**config.mk**
```make
export PLATFORM = sky130hd
export DESIGN_NAME = dma_single_seq
export DESIGN_NICKNAME = d
export VERILOG_FILES = /design/src/rtl/dma_seq_pkg.sv /design/src/rtl/dma_seq_fsm.sv /design/src/rtl/dma_addr_cnt.sv /design/src/rtl/dma_strobe_dec.sv /design/src/rtl/dma_single_seq.sv
export SDC_FILE = /design/constraint.sdc
export NUM_CORES = 1
export LEC_CHECK = 0
export ABC_AREA = 1
export ABC_CLOCK_PERIOD_IN_PS = 2740
export BUFFER_PORTS_ARGS = -buffer_cell sky130_fd_sc_hd__buf_2
export CAP_MARGIN = 20
export CORE_ASPECT_RATIO = 0.7
export CORE_MARGIN = 2
export CORE_UTILIZATION = 35
export CTS_BUF_LIST = sky130_fd_sc_hd__clkbuf_2 sky130_fd_sc_hd__clkbuf_4 sky130_fd_sc_hd__clkbuf_8
export DETAILED_ROUTE_END_ITERATION = 6
export PLACE_DENSITY = 0.58
export SLEW_MARGIN = 20
export SYNTH_ARGS = -nofsm -noshare
export SYNTH_HDL_FRONTEND = slang
export SYNTH_SLANG_ARGS = --single-unit
```
**constraint.sdc**
```tcl
create_clock -name clk -period 2.74 [get_ports clk]
set_clock_uncertainty 0.15 [all_clocks]
set_input_delay 0.411 -clock clk [delete_from_list [all_inputs] [get_ports clk]]
set_output_delay 0.411 -clock clk [all_outputs]
set_load 0.02 [all_outputs]
```
**src/rtl/dma_seq_pkg.sv**
```systemverilog
// Package: shared state encoding and register-port codes for the
// single-transfer DMA sequencer. Assumes a 2-bit register select.
package dma_seq_pkg;

    typedef enum logic [2:0] {
        ST_IDLE,
        ST_REQ,
        ST_ADDR,
        ST_STB,
        ST_XFER,
        ST_REL
    } seq_state_t;

    localparam logic [1:0] SEL_ADDR = 2'd0;
    localparam logic [1:0] SEL_CNT  = 2'd1;
    localparam logic [1:0] SEL_CTRL = 2'd2;

    localparam int CTRL_DIR_BIT = 0;
    localparam int CTRL_ARM_BIT = 1;

endpackage

```
**src/rtl/dma_seq_fsm.sv**
```systemverilog
// Module: bus tenure sequencer. Requests the bus for one byte, waits for
// the grant, presents the address, strobes it, holds the byte cycle for
// XFER_CLKS cycles, then releases the bus and waits for the grant to drop.
// Assumes hold_ack follows hold_req like a well-behaved bus owner.
module dma_seq_fsm
    import dma_seq_pkg::*;
#(
    parameter int XFER_CLKS = 4
) (
    input  logic clk,
    input  logic rst_n,
    input  logic start,
    input  logic hold_ack,
    output logic hold_req,
    output logic addr_oe,
    output logic addr_stb,
    output logic xfer_on,
    output logic byte_done
);

    localparam int TW = $clog2(XFER_CLKS + 1);

    seq_state_t     state;
    logic [TW-1:0]  timer;

    // Advance the tenure state and count down the byte cycle.
    always_ff @(posedge clk) begin
        if (!rst_n) begin
            state <= ST_IDLE;
            timer <= '0;
        end else begin
            case (state)
                ST_IDLE: if (start) state <= ST_REQ;
                ST_REQ:  if (hold_ack) state <= ST_ADDR;
                ST_ADDR: state <= ST_STB;
                ST_STB: begin
                    state <= ST_XFER;
                    timer <= TW'(XFER_CLKS - 1);
                end
                ST_XFER: begin
                    if (timer == '0) state <= ST_REL;
                    else             timer <= timer - 1'b1;
                end
                ST_REL:  if (!hold_ack) state <= ST_IDLE;
                default: state <= ST_IDLE;
            endcase
        end
    end

    // Decode bus-side controls from the tenure state.
    always_comb begin
        hold_req  = (state == ST_REQ) || (state == ST_ADDR) ||
                    (state == ST_STB) || (state == ST_XFER);
        addr_oe   = (state == ST_ADDR) || (state == ST_STB) || (state == ST_XFER);
        addr_stb  = (state == ST_STB);
        xfer_on   = (state == ST_XFER);
        byte_done = (state == ST_XFER) && (timer == '0);
    end

endmodule

```
**src/rtl/dma_addr_cnt.sv**
```systemverilog
// Module: programming registers, address and count counters. The address
// wraps inside its own width (one page) and never carries outward. Arming
// checks the programmed range against the page end.
// Assumes registers are not written while a byte is in flight.
module dma_addr_cnt
    import dma_seq_pkg::*;
#(
    parameter int AW = 16
) (
    input  logic          clk,
    input  logic          rst_n,
    input  logic          cfg_we,
    input  logic [1:0]    cfg_sel,
    input  logic [AW-1:0] cfg_wdata,
    input  logic          byte_done,
    output logic [AW-1:0] cur_addr,
    output logic          armed,
    output logic          dir,
    output logic          done,
    output logic          bound_err
);

    localparam logic [AW:0] PAGE_END = {1'b1, {AW{1'b0}}};

    logic [AW-1:0] cur_cnt;
    logic [AW:0]   end_sum;

    // Range end used by the page-crossing check at arm time.
    always_comb end_sum = {1'b0, cur_addr} + {1'b0, cur_cnt};

    // Register writes and per-byte counter updates.
    always_ff @(posedge clk) begin
        if (!rst_n) begin
            cur_addr  <= '0;
            cur_cnt   <= '0;
            armed     <= 1'b0;
            dir       <= 1'b0;
            done      <= 1'b0;
            bound_err <= 1'b0;
        end else if (cfg_we) begin
            case (cfg_sel)
                SEL_ADDR: cur_addr <= cfg_wdata;
                SEL_CNT:  cur_cnt  <= cfg_wdata;
                SEL_CTRL: begin
                    armed     <= cfg_wdata[CTRL_ARM_BIT];
                    dir       <= cfg_wdata[CTRL_DIR_BIT];
                    done      <= cfg_wdata[CTRL_ARM_BIT] && (cur_cnt == '0);
                    bound_err <= cfg_wdata[CTRL_ARM_BIT] && (end_sum > PAGE_END);
                end
                default: ;
            endcase
        end else if (byte_done) begin
            cur_addr <= cur_addr + 1'b1;
            cur_cnt  <= cur_cnt - 1'b1;
            if (cur_cnt == AW'(1)) done <= 1'b1;
        end
    end

endmodule

```
**src/rtl/dma_strobe_dec.sv**
```systemverilog
// Module: fly-by strobe decoder. During the byte cycle it acknowledges the
// device and pairs the memory and I/O strobes by direction.
// Assumes dir is stable through a byte.
module dma_strobe_dec (
    input  logic xfer_on,
    input  logic dir,
    output logic dev_ack,
    output logic mem_rd,
    output logic mem_wr,
    output logic io_rd,
    output logic io_wr
);

    // Direction 0 moves device to memory, 1 moves memory to device.
    always_comb begin
        dev_ack = xfer_on;
        io_rd   = xfer_on && !dir;
        mem_wr  = xfer_on && !dir;
        mem_rd  = xfer_on && dir;
        io_wr   = xfer_on && dir;
    end

endmodule

```
**src/rtl/dma_single_seq.sv**
```systemverilog
// Module: top of the single-transfer DMA sequencer. It joins the register
// and counter block, the bus tenure sequencer and the strobe decoder.
// Assumes a synchronous active-low reset and one clock domain.
module dma_single_seq
    import dma_seq_pkg::*;
#(
    parameter int ADDR_W    = 16,
    parameter int XFER_CLKS = 4
) (
    input  logic              clk,
    input  logic              rst_n,
    input  logic              cfg_we,
    input  logic [1:0]        cfg_sel,
    input  logic [ADDR_W-1:0] cfg_wdata,
    input  logic              dev_req,
    output logic              dev_ack,
    output logic              hold_req,
    input  logic              hold_ack,
    output logic [ADDR_W-1:0] mem_addr,
    output logic              addr_oe,
    output logic              addr_stb,
    output logic              mem_rd,
    output logic              mem_wr,
    output logic              io_rd,
    output logic              io_wr,
    output logic              done,
    output logic              bound_err
);

    logic [ADDR_W-1:0] cur_addr;
    logic              armed;
    logic              dir;
    logic              start;
    logic              xfer_on;
    logic              byte_done;

    // A byte may begin only while armed with count remaining.
    always_comb start = armed && !done && dev_req;

    // Drive the address only while the bus is owned.
    always_comb mem_addr = addr_oe ? cur_addr : '0;

    dma_addr_cnt #(.AW(ADDR_W)) i_regs (
        .clk       (clk),
        .rst_n     (rst_n),
        .cfg_we    (cfg_we),
        .cfg_sel   (cfg_sel),
        .cfg_wdata (cfg_wdata),
        .byte_done (byte_done),
        .cur_addr  (cur_addr),
        .armed     (armed),
        .dir       (dir),
        .done      (done),
        .bound_err (bound_err)
    );

    dma_seq_fsm #(.XFER_CLKS(XFER_CLKS)) i_fsm (
        .clk       (clk),
        .rst_n     (rst_n),
        .start     (start),
        .hold_ack  (hold_ack),
        .hold_req  (hold_req),
        .addr_oe   (addr_oe),
        .addr_stb  (addr_stb),
        .xfer_on   (xfer_on),
        .byte_done (byte_done)
    );

    dma_strobe_dec i_dec (
        .xfer_on (xfer_on),
        .dir     (dir),
        .dev_ack (dev_ack),
        .mem_rd  (mem_rd),
        .mem_wr  (mem_wr),
        .io_rd   (io_rd),
        .io_wr   (io_wr)
    );

endmodule

```
==> summary.md, run 1 <==
| Metric | Value |
|---|---|
| Critical path arrival | `1.82 ns` |
| Via count of the first global-routing pass | `3397` |
| Combinational share of power | `0.497` |
| Most instantiated flip-flop cell in the synthesis netlist | `sky130_fd_sc_hd__dfxtp_1` |
| Deepest level of the CTS H-tree | `2` |
| Signed area change from the synthesized netlist to the final layout | `13.5%` |
| Total of fill cells in the finished design | `1096` |
| First-pass GRT wire length | `16.9 mm` |
| Data required time of the critical path | `2.18 ns` |
| RD Place Congestion | `0.875` |
| Commonest cells after routing, fill and taps aside | `sky130_fd_sc_hd__nand2_1, sky130_fd_sc_hd__inv_1, sky130_fd_sc_hd__o21ai_0, sky130_fd_sc_hd__nor2_1, sky130_fd_sc_hd__buf_2` |
| Met1 demand-to-capacity share in global routing | `0.304` |
| Clk sinks | `42` |
| Count of antenna diodes in the layout | `0` |
| Overall die area | `0.0109 mm²` |
| Hold Slack | `0.232 ns` |
| Proportion of power drawn by the clock network | `0.187` |
| # resized after CTS | `0` |
| Max-slew headroom | `0.565` |
| Antenna violations before repair | `0` |
| Count of final setup violators | `0` |
| Skew-Pair Late Insertion Delay | `0.30 ns` |
| Number of top-level pins | `49` |
| # DRC | `0` |
| EDFF count, synth | `0` |
| Post-layout nets | `663` |
| Cell Rows | `30` |
| Remaining antenna violation count after routing | `0` |
| Power density relative to cell area | `682 mW/mm²` |
| Number of buffers added by the clock tree synthesis step | `5` |
| Placed wire-length estimate after detailed placement | `8.16 mm` |
| All-layer global routing usage | `0.198` |
| Outcome | `completed` |
| Initial core utilization | `0.361` |
| Core Box Area | `0.00976 mm²` |
| Switching part of the total power | `0.471` |
| Clock transition at the registers of the reported paths | `0.09 ns` |
| Share of power burned in registers | `0.316` |
| CTS tree | `built` |
| Post-CTS Setup Bufs | `0` |
| Synthesized area per cell | `6.16 µm²` |
| Synthesized Nets | `617` |
| Ys Warns | `0` |
| Die boundary width | `124 µm` |
| Number of buffers added on ports | `48` |
| Slew @ Worst Pin | `0.651 ns` |
| Most frequent standard cell in the layout excluding fill and tap cells | `sky130_fd_sc_hd__nand2_1` |
| Cells after Synth | `572` |
| Share of the clock period used by the worst path after layout | `0.868` |
| Post-synthesis sequential area ratio | `0.239` |
| Crit Path Category | `flip-flop to primary output` |
| Final-report hold violation count | `0` |
| Peak clock frequency supported by timing | `0.420 GHz` |
| End-of-flow core utilization | `0.410` |
| Minimum period implied by the final worst setup slack | `2.38 ns` |
| DR pass1 iterations | `4` |
| Detailed-route wire length per cell | `13.9 µm` |
| Total negative slack | `0 ns` |
| Area of combinational cells with multiple inputs | `0.00227 mm²` |
| Max Root-Sink Buffers | `2` |
| Height of the chip | `87.9 µm` |
| Worst Path Max Fanout | `16` |
| Number of DRC violations after detailed-routing iteration 0 | `339` |
| Cell area after technology mapping | `0.00352 mm²` |
| P_leak | `0.00195 µW` |
| Hold bufs inserted after CTS | `0` |
| Count of pins over their slew limit | `0` |
| Final wirelength | `10.4 mm` |
| Most utilized layer in the global route result | `met1` |
| Worst Hold Class | `input port to flip-flop` |
| Avg Vias per Cell | `5.10` |
| Startpoint Class | `flip-flop` |
| Grt met2 use | `0.293` |
| Int Power | `1440 µW` |
| Endpoint kind of the worst setup timing path | `primary output` |
| Peak VDD IR | `0.000264 V` |
| Final global-route overflow total | `0` |
| Met3 routing resource usage after global routing | `0.0319` |
| Net load switching power | `1280 µW` |
| MaxCap Viol Count | `0` |
| Number of synthesized register bits | `42` |
| Share of synthesized registers carrying an async set or reset | `0` |
| Fraction of layout instances using a drive strength above 1 | `0.145` |
| Setup repair after global routing missed its margin | `no` |
| Buffer cell driving the clock tree root | `sky130_fd_sc_hd__clkbuf_8` |
| Area taken by flip-flops and latches | `841 µm²` |
| Detailed-route via count | `3808` |
| Maximum number of pins on one net before global-route repair | `33` |
| Distinct cell type count after synthesis | `38` |
## synthesized netlist by cell type, types with 4 or more instances
library cell               instances  share of area
sky130_fd_sc_hd__xnor2_1           5          0.012
sky130_fd_sc_hd__dfxtp_1          42           0.24
sky130_fd_sc_hd__nand3_1          32          0.045
sky130_fd_sc_hd__o21ai_0          53          0.075
sky130_fd_sc_hd__a211oi_1          4         0.0085
sky130_fd_sc_hd__ha_1             21          0.075
sky130_fd_sc_hd__inv_1            84          0.090
sky130_fd_sc_hd__a31oi_1          23          0.041
sky130_fd_sc_hd__xor2_1            7          0.017
sky130_fd_sc_hd__nor2_2            5         0.0089
sky130_fd_sc_hd__a21oi_1          34          0.048
sky130_fd_sc_hd__clkbuf_1          8         0.0085
sky130_fd_sc_hd__nand2_2           5         0.0089
sky130_fd_sc_hd__nor2_1           52          0.055
sky130_fd_sc_hd__nor3_1            8          0.011
sky130_fd_sc_hd__nand2_1         146           0.16
sky130_fd_sc_hd__nor3_2            4          0.011
sky130_fd_sc_hd__nand4_1           6          0.011
## state kept, by name (all words and copies together), names as in the netlist
register,flops
i_regs.done,1
i_regs.dir,1
i_regs.cur_addr,16
i_regs.cur_cnt,16
i_regs.armed,1
i_regs.bound_err,1
i_fsm.timer,3
i_fsm.state,3
## cell families after synthesis
logic type | synth area share
compound gates | 0.194
xor+xnor | 0.0298
fa+ha+maj | 0.0803
buf+inv | 0.116
flops | 0.239
simple gates | 0.341
## stage by stage
stage | setup WS (ns) | cells | power, µW | area [µm²]
after floorplan | 0.696 | 572 | 1850 | 3520
after global placement | 0.559 | 739 | 2200 | 3890
after detailed placement | 0.506 | 739 | 2220 | 3890
after CTS | 0.311 | 747 | 2730 | 4000
after global routing | 0.197 | 747 | 2950 | 4000
final | 0.361 | 747 | 2730 | 4000
## power groups by stage
stage / registers, µW / clock network, µW / logic [µW]
after floorplan: 832 / 0 / 1020
after global placement: 868 / 0 / 1330
after detailed placement: 871 / 0 / 1350
after CTS: 858 / 518 / 1360
after global routing: 876 / 540 / 1540
final: 862 / 510 / 1350
## per-layer routing
metal	wire length, µm	share of wire
met3	486	0.047
met4	95	0.0091
met5	0	0
met2	4390	0.42
met1	5440	0.52
## path summary, 6_finish.rpt
check                                                startpoint                               end  slack [ns]  cells after the start
worst max-delay path                i_fsm.state[1]$_SDFFE_PN0P_                       mem_addr[8]        0.36                      6
worst min-delay path                              cfg_wdata[11]  i_regs.cur_addr[11]$_SDFFE_PN0P_        0.23                      3
worst max register to register  i_regs.cur_addr[0]$_SDFFE_PN0P_     i_regs.bound_err$_SDFFE_PN0P_        0.50                     16
worst min register to register        i_regs.armed$_SDFFE_PN0P_         i_regs.armed$_SDFFE_PN0P_        0.32                      2
## critical path, stage by stage, from the launching register on
cell	delay (ns)
sky130_fd_sc_hd__dfxtp_1	0.43
sky130_fd_sc_hd__nor2_2	0.08
sky130_fd_sc_hd__nand2_2	0.13
sky130_fd_sc_hd__nand2_1	0.09
sky130_fd_sc_hd__inv_1	0.49
sky130_fd_sc_hd__nor2_1	0.10
sky130_fd_sc_hd__buf_2	0.19
## final cells by class
class | instances | share of cell area
multi-input cells | 427 | 0.568
flip-flops and latches | 42 | 0.210
inverters | 88 | 0.0826
repair buffers | 54 | 0.0714
well taps | 128 | 0.0401
clock buffers | 5 | 0.0172
clock inverters | 3 | 0.0100
(Power assumes the default switching activity.)
==> run 2: changes to the inputs <==
Settings changed: BUFFER_PORTS_ARGS -buffer_cell sky130_fd_sc_hd__buf_2 to -buffer_cell sky130_fd_sc_hd__buf_4.
==> summary.md, run 2 (synthesized netlist as in run 1, its figures left out) <==
| Metric | Value |
|---|---|
| Outcome | `completed` |
| Placed wire-length estimate after detailed placement | `8.27 mm` |
| Endpoint kind of the worst setup timing path | `primary output` |
| Hold Slack | `0.199 ns` |
| Net load switching power | `1280 µW` |
| # DRC | `0` |
| Commonest cells after routing, fill and taps aside | `sky130_fd_sc_hd__nand2_1, sky130_fd_sc_hd__inv_1, sky130_fd_sc_hd__o21ai_0, sky130_fd_sc_hd__nor2_1, sky130_fd_sc_hd__buf_4` |
| Overall die area | `0.0109 mm²` |
| MaxCap Viol Count | `0` |
| Proportion of power drawn by the clock network | `0.151` |
| Skew-Pair Late Insertion Delay | `0.31 ns` |
| Largest registers | `i_regs.cur_addr x16, i_regs.cur_cnt x16` |
| First-pass GRT wire length | `17.2 mm` |
| Switching part of the total power | `0.481` |
| Maximum cell stage delay along the critical path | `0.49 ns` |
| Final-report hold violation count | `0` |
| Antenna violations before repair | `0` |
| Crit Path Category | `flip-flop to primary output` |
| DR pass1 iterations | `6` |
| Peak VDD IR | `0.000285 V` |
| Max-slew headroom | `0.563` |
| Cell-by-cell trace of the critical path | `nor2_2 -> nand2_2 -> nand2_1 -> inv_1 -> nor2_1 -> buf_4` |
| Share of the clock period used by the worst path after layout | `0.876` |
| Final global-route overflow total | `0` |
| Initial core utilization | `0.361` |
| # resized after CTS | `0` |
| Worst Hold Class | `input port to flip-flop` |
| RD Place Congestion | `0.920` |
| Startpoint Class | `flip-flop` |
| Detailed-route wire length per cell | `14.3 µm` |
| Critical path arrival | `1.84 ns` |
| Setup repair after global routing missed its margin | `no` |
| Worst Path Max Fanout | `16` |
| Final cell count without fillers | `744` |
| Int Power | `1390 µW` |
| Slowest CP cell | `sky130_fd_sc_hd__inv_1` |
| Peak clock frequency supported by timing | `0.417 GHz` |
| Count of pins over their slew limit | `0` |
| Signed area change from the synthesized netlist to the final layout | `15.6%` |
| Number of buffers added on ports | `48` |
| CTS tree | `built` |
| Topmost layer with routed signal wires | `met4` |
| Post-layout nets | `661` |
| Maximum number of pins on one net before global-route repair | `34` |
| Die boundary width | `124 µm` |
| Buffer cell driving the clock tree root | `sky130_fd_sc_hd__clkbuf_8` |
| Post-CTS Setup Bufs | `0` |
| Met2 WL post-DR | `4.49 mm` |
| Clk sinks | `42` |
| Cell Rows | `30` |
| Share of power burned in registers | `0.323` |
| Number of DRC violations after detailed-routing iteration 0 | `367` |
| Clock transition at the registers of the reported paths | `0.08 ns` |
| Via count of the first global-routing pass | `3482` |
| Count of antenna diodes in the layout | `0` |
| Data required time of the critical path | `2.18 ns` |
| Total length of routed met3 wires | `606 µm` |
| All-layer global routing usage | `0.203` |
| Power density relative to cell area | `656 mW/mm²` |
| Minimum period implied by the final worst setup slack | `2.40 ns` |
| Combinational share of power | `0.526` |
| Hold bufs inserted after CTS | `0` |
| P_leak | `0.00194 µW` |
| Cell count after placement | `737` |
| Core Box Area | `0.00976 mm²` |
| Total negative slack | `0 ns` |
| Fraction of layout instances using a drive strength above 1 | `0.141` |
| Number of top-level pins | `49` |
| Deepest level of the CTS H-tree | `2` |
| Max Root-Sink Buffers | `2` |
| Height of the chip | `87.9 µm` |
| Remaining antenna violation count after routing | `0` |
| Final wirelength | `10.6 mm` |
| Avg Vias per Cell | `5.01` |
| Most frequent standard cell in the layout excluding fill and tap cells | `sky130_fd_sc_hd__nand2_1` |
| M1 WL | `5.46 mm` |
| Detailed-route via count | `3726` |
| Number of buffers added by the clock tree synthesis step | `5` |
| Slew @ Worst Pin | `0.655 ns` |
| Count of final setup violators | `0` |
==> run 2: power groups by stage <==
stage / registers (µW) / clock network, µW / logic [µW]
2_1_floorplan: 832 / 0 / 1020
3_3_place_gp: 868 / 0 / 1370
3_5_place_dp: 872 / 0 / 1400
4_1_cts: 859 / 414 / 1410
5_1_grt: 880 / 439 / 1580
6_report: 862 / 403 / 1410
==> run 2: worst paths after layout <==
kind	from	slack, ns	endpoint	cells past startpoint
worst min-delay path	cfg_wdata[11]	0.20	i_regs.cur_addr[11]$_SDFFE_PN0P_	3
worst max-delay path	i_fsm.state[1]$_SDFFE_PN0P_	0.34	mem_addr[8]	6
worst max register to register	i_regs.cur_addr[0]$_SDFFE_PN0P_	0.46	i_regs.bound_err$_SDFFE_PN0P_	16
worst min register to register	i_regs.armed$_SDFFE_PN0P_	0.32	i_regs.armed$_SDFFE_PN0P_	2
==> run 2: final cells by class <==
class	instances	area (µm²)
inverter	88	330
fill	1068	5690
clock buffer	5	68.8
multi-input combinational	427	2270
timing repair buffer	52	390
sequential	42	841
tap	128	160
clock inverter	2	10.0
==> run 2: critical path, delay by kind of cell, from the launching register on <==
kind	cells	cell delay, ns
buf+inv	2	0.68
flops	1	0.41
simple gates	4	0.43
==> run 2: metrics by stage <==
| stage | setup slack, ns | instance area, µm² | total power, µW | utilization |
|---|---|---|---|---|
| floorplan | 0.696 | 3520 | 1850 | - |
| global placement | 0.566 | 3990 | 2240 | 0.409 |
| detailed placement | 0.491 | 3990 | 2270 | 0.409 |
| CTS | 0.293 | 4070 | 2680 | 0.417 |
| global route | 0.176 | 4070 | 2900 | 0.417 |
| finish | 0.340 | 4070 | 2670 | 0.417 |
==> run 2: per-layer routing <==
metal  vias up  track usage
met2        88        0.317
met3         7       0.0326
met1      1670        0.296
met4         0       0.0398
met5         -            0
li1       1961            -
==> run 3: changes to the inputs <==
Settings changed: ABC_AREA 1 to unset.
==> summary.md, run 3 <==
| Metric | Value |
|---|---|
| Outcome | `completed` |
| Avg Vias per Cell | `5.92` |
| Final Cell Area | `0.00442 mm²` |
| Hold bufs inserted after CTS | `0` |
| Skew-Pair Late Insertion Delay | `0.31 ns` |
| Maximum number of pins on one net before global-route repair | `31` |
| DR pass1 iterations | `5` |
| Deepest level of the CTS H-tree | `2` |
| Crit Path Category | `flip-flop to flip-flop` |
| Most area-hungry cell type in the Yosys netlist | `sky130_fd_sc_hd__dfxtp_1` |
| Count of antenna diodes in the layout | `0` |
| Combinational share of power | `0.253` |
| Total negative slack | `0 ns` |
| Area share of the largest cell type after synthesis | `0.237` |
| Number of buffers added by the clock tree synthesis step | `5` |
| Int Power | `1060 µW` |
| Count of buffering cells on the critical path with inverters included | `0` |
| Most frequent cell after synthesis | `sky130_fd_sc_hd__nor2_1` |
| Most instantiated cells after synthesis | `sky130_fd_sc_hd__nor2_1, sky130_fd_sc_hd__nand2_1, sky130_fd_sc_hd__o21ai_0, sky130_fd_sc_hd__a21oi_1, sky130_fd_sc_hd__dfxtp_1` |
| Cells after Synth | `502` |
| Share of power burned in registers | `0.420` |
| Detailed-route wire length per cell | `17.8 µm` |
| Buffer cell driving the clock tree root | `sky130_fd_sc_hd__clkbuf_8` |
| Post-synthesis sequential area ratio | `0.237` |
| Power density relative to cell area | `353 mW/mm²` |
| RD Place Congestion | `0.932` |
| Synthesized area per cell | `7.07 µm²` |
| Slew @ Worst Pin | `1.03 ns` |
| Ys Warns | `0` |
| Count of final setup violators | `0` |
| Setup repair after global routing missed its margin | `yes` |
| Cell-by-cell trace of the critical path | `ha_4 -> fa_2 -> a211oi_2 -> o21bai_1 -> a211o_1 -> a21o_1 -> or4_4 -> nor4_2 -> o21ai_1` |
| Proportion of power drawn by the clock network | `0.328` |
| EDFF count, synth | `0` |
| Top cell family by delay on the critical path | `compound AO/OA/AOI/OAI gates` |
| Share of the clock period used by the worst path after layout | `0.976` |
| Worst Path Max Fanout | `3` |
| Clk sinks | `42` |
| Maximum cell stage delay along the critical path | `0.41 ns` |
| Remaining antenna violation count after routing | `0` |
| Cell area after technology mapping | `0.00355 mm²` |
| Number of synthesized register bits | `42` |
| Max-slew headroom | `0.310` |
| Most frequent standard cell in the layout excluding fill and tap cells | `sky130_fd_sc_hd__buf_4` |
| Slowest CP cell | `sky130_fd_sc_hd__or4_4` |
| CTS tree | `built` |
| Area post-placement | `0.00424 mm²` |
| P_leak | `0.00179 µW` |
| Detailed-route via count | `4137` |
| Initial core utilization | `0.364` |
| # DRC | `0` |
| Critical path arrival | `2.73 ns` |
| All-layer global routing usage | `0.221` |
| Cell Rows | `30` |
| Net load switching power | `496 µW` |
| Synthesized Nets | `547` |
| Placement-stage worst setup slack | `-0.101 ns` |
| Clock transition at the registers of the reported paths | `0.09 ns` |
| Placed wire-length estimate after detailed placement | `9.40 mm` |
| Commonest cells after routing, fill and taps aside | `sky130_fd_sc_hd__buf_4, sky130_fd_sc_hd__nor2_1, sky130_fd_sc_hd__nand2_1, sky130_fd_sc_hd__o21ai_0, sky130_fd_sc_hd__a21oi_1` |
| Number of top-level pins | `49` |
| Share of synthesized registers carrying an async set or reset | `0` |
| Most instantiated flip-flop cell in the synthesis netlist | `sky130_fd_sc_hd__dfxtp_1` |
| Signed area change from the synthesized netlist to the final layout | `24.5%` |
| Minimum period implied by the final worst setup slack | `2.67 ns` |
| Final global-route overflow total | `0` |
| Final cell count without fillers | `699` |
| R2R setup slack | `0.07 ns` |
| Synth top area cells | `sky130_fd_sc_hd__dfxtp_1, sky130_fd_sc_hd__ha_1, sky130_fd_sc_hd__nor2_1` |
| Worst Hold Class | `input port to flip-flop` |
| Final wirelength | `12.4 mm` |
| Peak VDD IR | `0.000174 V` |
| Max Root-Sink Buffers | `2` |
| Endpoint kind of the worst setup timing path | `flip-flop` |
| Die boundary width | `124 µm` |
| Post-layout nets | `615` |
| Peak clock frequency supported by timing | `0.374 GHz` |
| Distinct cell type count after synthesis | `66` |
| Data required time of the critical path | `2.79 ns` |
| Worst Slack Setup Final | `0.0659 ns` |
| MaxCap Viol Count | `0` |
| First-pass GRT wire length | `19.3 mm` |
| Number of buffers added on ports | `48` |
| Count of pins over their slew limit | `0` |
| Via count of the first global-routing pass | `3658` |
| Number of DRC violations after detailed-routing iteration 0 | `282` |
| Core Box Area | `0.00976 mm²` |
| Startpoint Class | `flip-flop` |
| Antenna violations before repair | `0` |
| Largest registers | `i_regs.cur_addr x16, i_regs.cur_cnt x16` |
| Fraction of layout instances using a drive strength above 1 | `0.222` |
| Overall die area | `0.0110 mm²` |
| Cell count after placement | `690` |
| Final-report hold violation count | `0` |
| Height of the chip | `88.2 µm` |
| Switching part of the total power | `0.318` |
run 3: cell types whose count changed in the layout (fill, tap and decap cells not counted), sizes merged, moves of 6 or more:
cell	change
nand2	-105
inv	-67
buf	+37
a31oi	-17
nand3	-16
nor2b	+16
a22oi	+13
and3	+11
nor4	+9
a21oi	+8
xor2	-7
o22ai	+6
o31ai	+6
run 3: layout make-up:
class	count	area (µm²)
Clock buffer	5	68.8
Clock inverter	3	40.0
Fill cell	1011	5340
Inverter	21	78.8
Multi-Input combinational cell	411	2560
Sequential cell	42	843
Tap cell	128	160
Timing Repair Buffer	89	668
run 3: per-stage QoR:
| step | hold WS, ns | util | power [µW] |
|---|---|---|---|
| global placement | 0.297 | 0.434 | 1040 |
| finish | 0.219 | 0.453 | 1560 |
| detailed placement | 0.299 | 0.434 | 1050 |
| global route | 0.220 | 0.453 | 1640 |
| floorplan | 0.286 | - | 903 |
| CTS | 0.209 | 0.447 | 1560 |
run 3: path summary, 6_finish.rpt:
path / cells past startpoint / from / end
worst max register to register: 9 / i_regs.cur_cnt[0]$_SDFFE_PN0P_ / i_regs.bound_err$_SDFFE_PN0P_
worst min register to register: 2 / i_regs.armed$_SDFFE_PN0P_ / i_regs.armed$_SDFFE_PN0P_
worst min-delay path: 3 / cfg_wdata[0] / i_regs.dir$_SDFFE_PN0P_
worst max-delay path: 9 / i_regs.cur_cnt[0]$_SDFFE_PN0P_ / i_regs.bound_err$_SDFFE_PN0P_
run 3: cells by family after synthesis:
| logic type | count (synthesis) | share of synthesized area |
|---|---|---|
| compound gates | 173 | 0.312 |
| simple gates | 209 | 0.292 |
| xor+xnor | 3 | 0.00741 |
| fa+ha+maj | 22 | 0.0797 |
| flops | 42 | 0.237 |
| mux | 4 | 0.0113 |
| buf+inv | 49 | 0.0599 |
run 3: routing by layer:
layer | wire length, µm | vias to the layer above | track usage
met5 | 0 | - | 0
met2 | 5340 | 177 | 0.339
li1 | - | 1993 | -
met1 | 6090 | 1958 | 0.330
met4 | 46 | 0 | 0.0317
met3 | 950 | 9 | 0.0399
run 3: power groups by stage:
| stage | clock network, µW | logic [µW] | registers (µW) |
|---|---|---|---|
| after floorplan | 0 | 238 | 666 |
| after global placement | 0 | 372 | 667 |
| after detailed placement | 0 | 378 | 668 |
| after CTS | 523 | 380 | 654 |
| after global routing | 547 | 434 | 657 |
| final | 511 | 394 | 655 |
run 3: worst register-to-register path, delay by kind of cell, from the launching register on:
family / cells / cell delay [ns]
flip-flops: 1 / 0.34
adder cells (fa/ha/maj): 2 / 0.52
AO/OA/AOI/OAI: 5 / 0.92
AND/OR/NAND/NOR: 2 / 0.64
run 3: repair_timing:
item	4_1_cts	5_1_grt
endpoints found under the setup margin	1	1
pin swaps	3	15
resized for setup	3	14
setup buffers	0	2
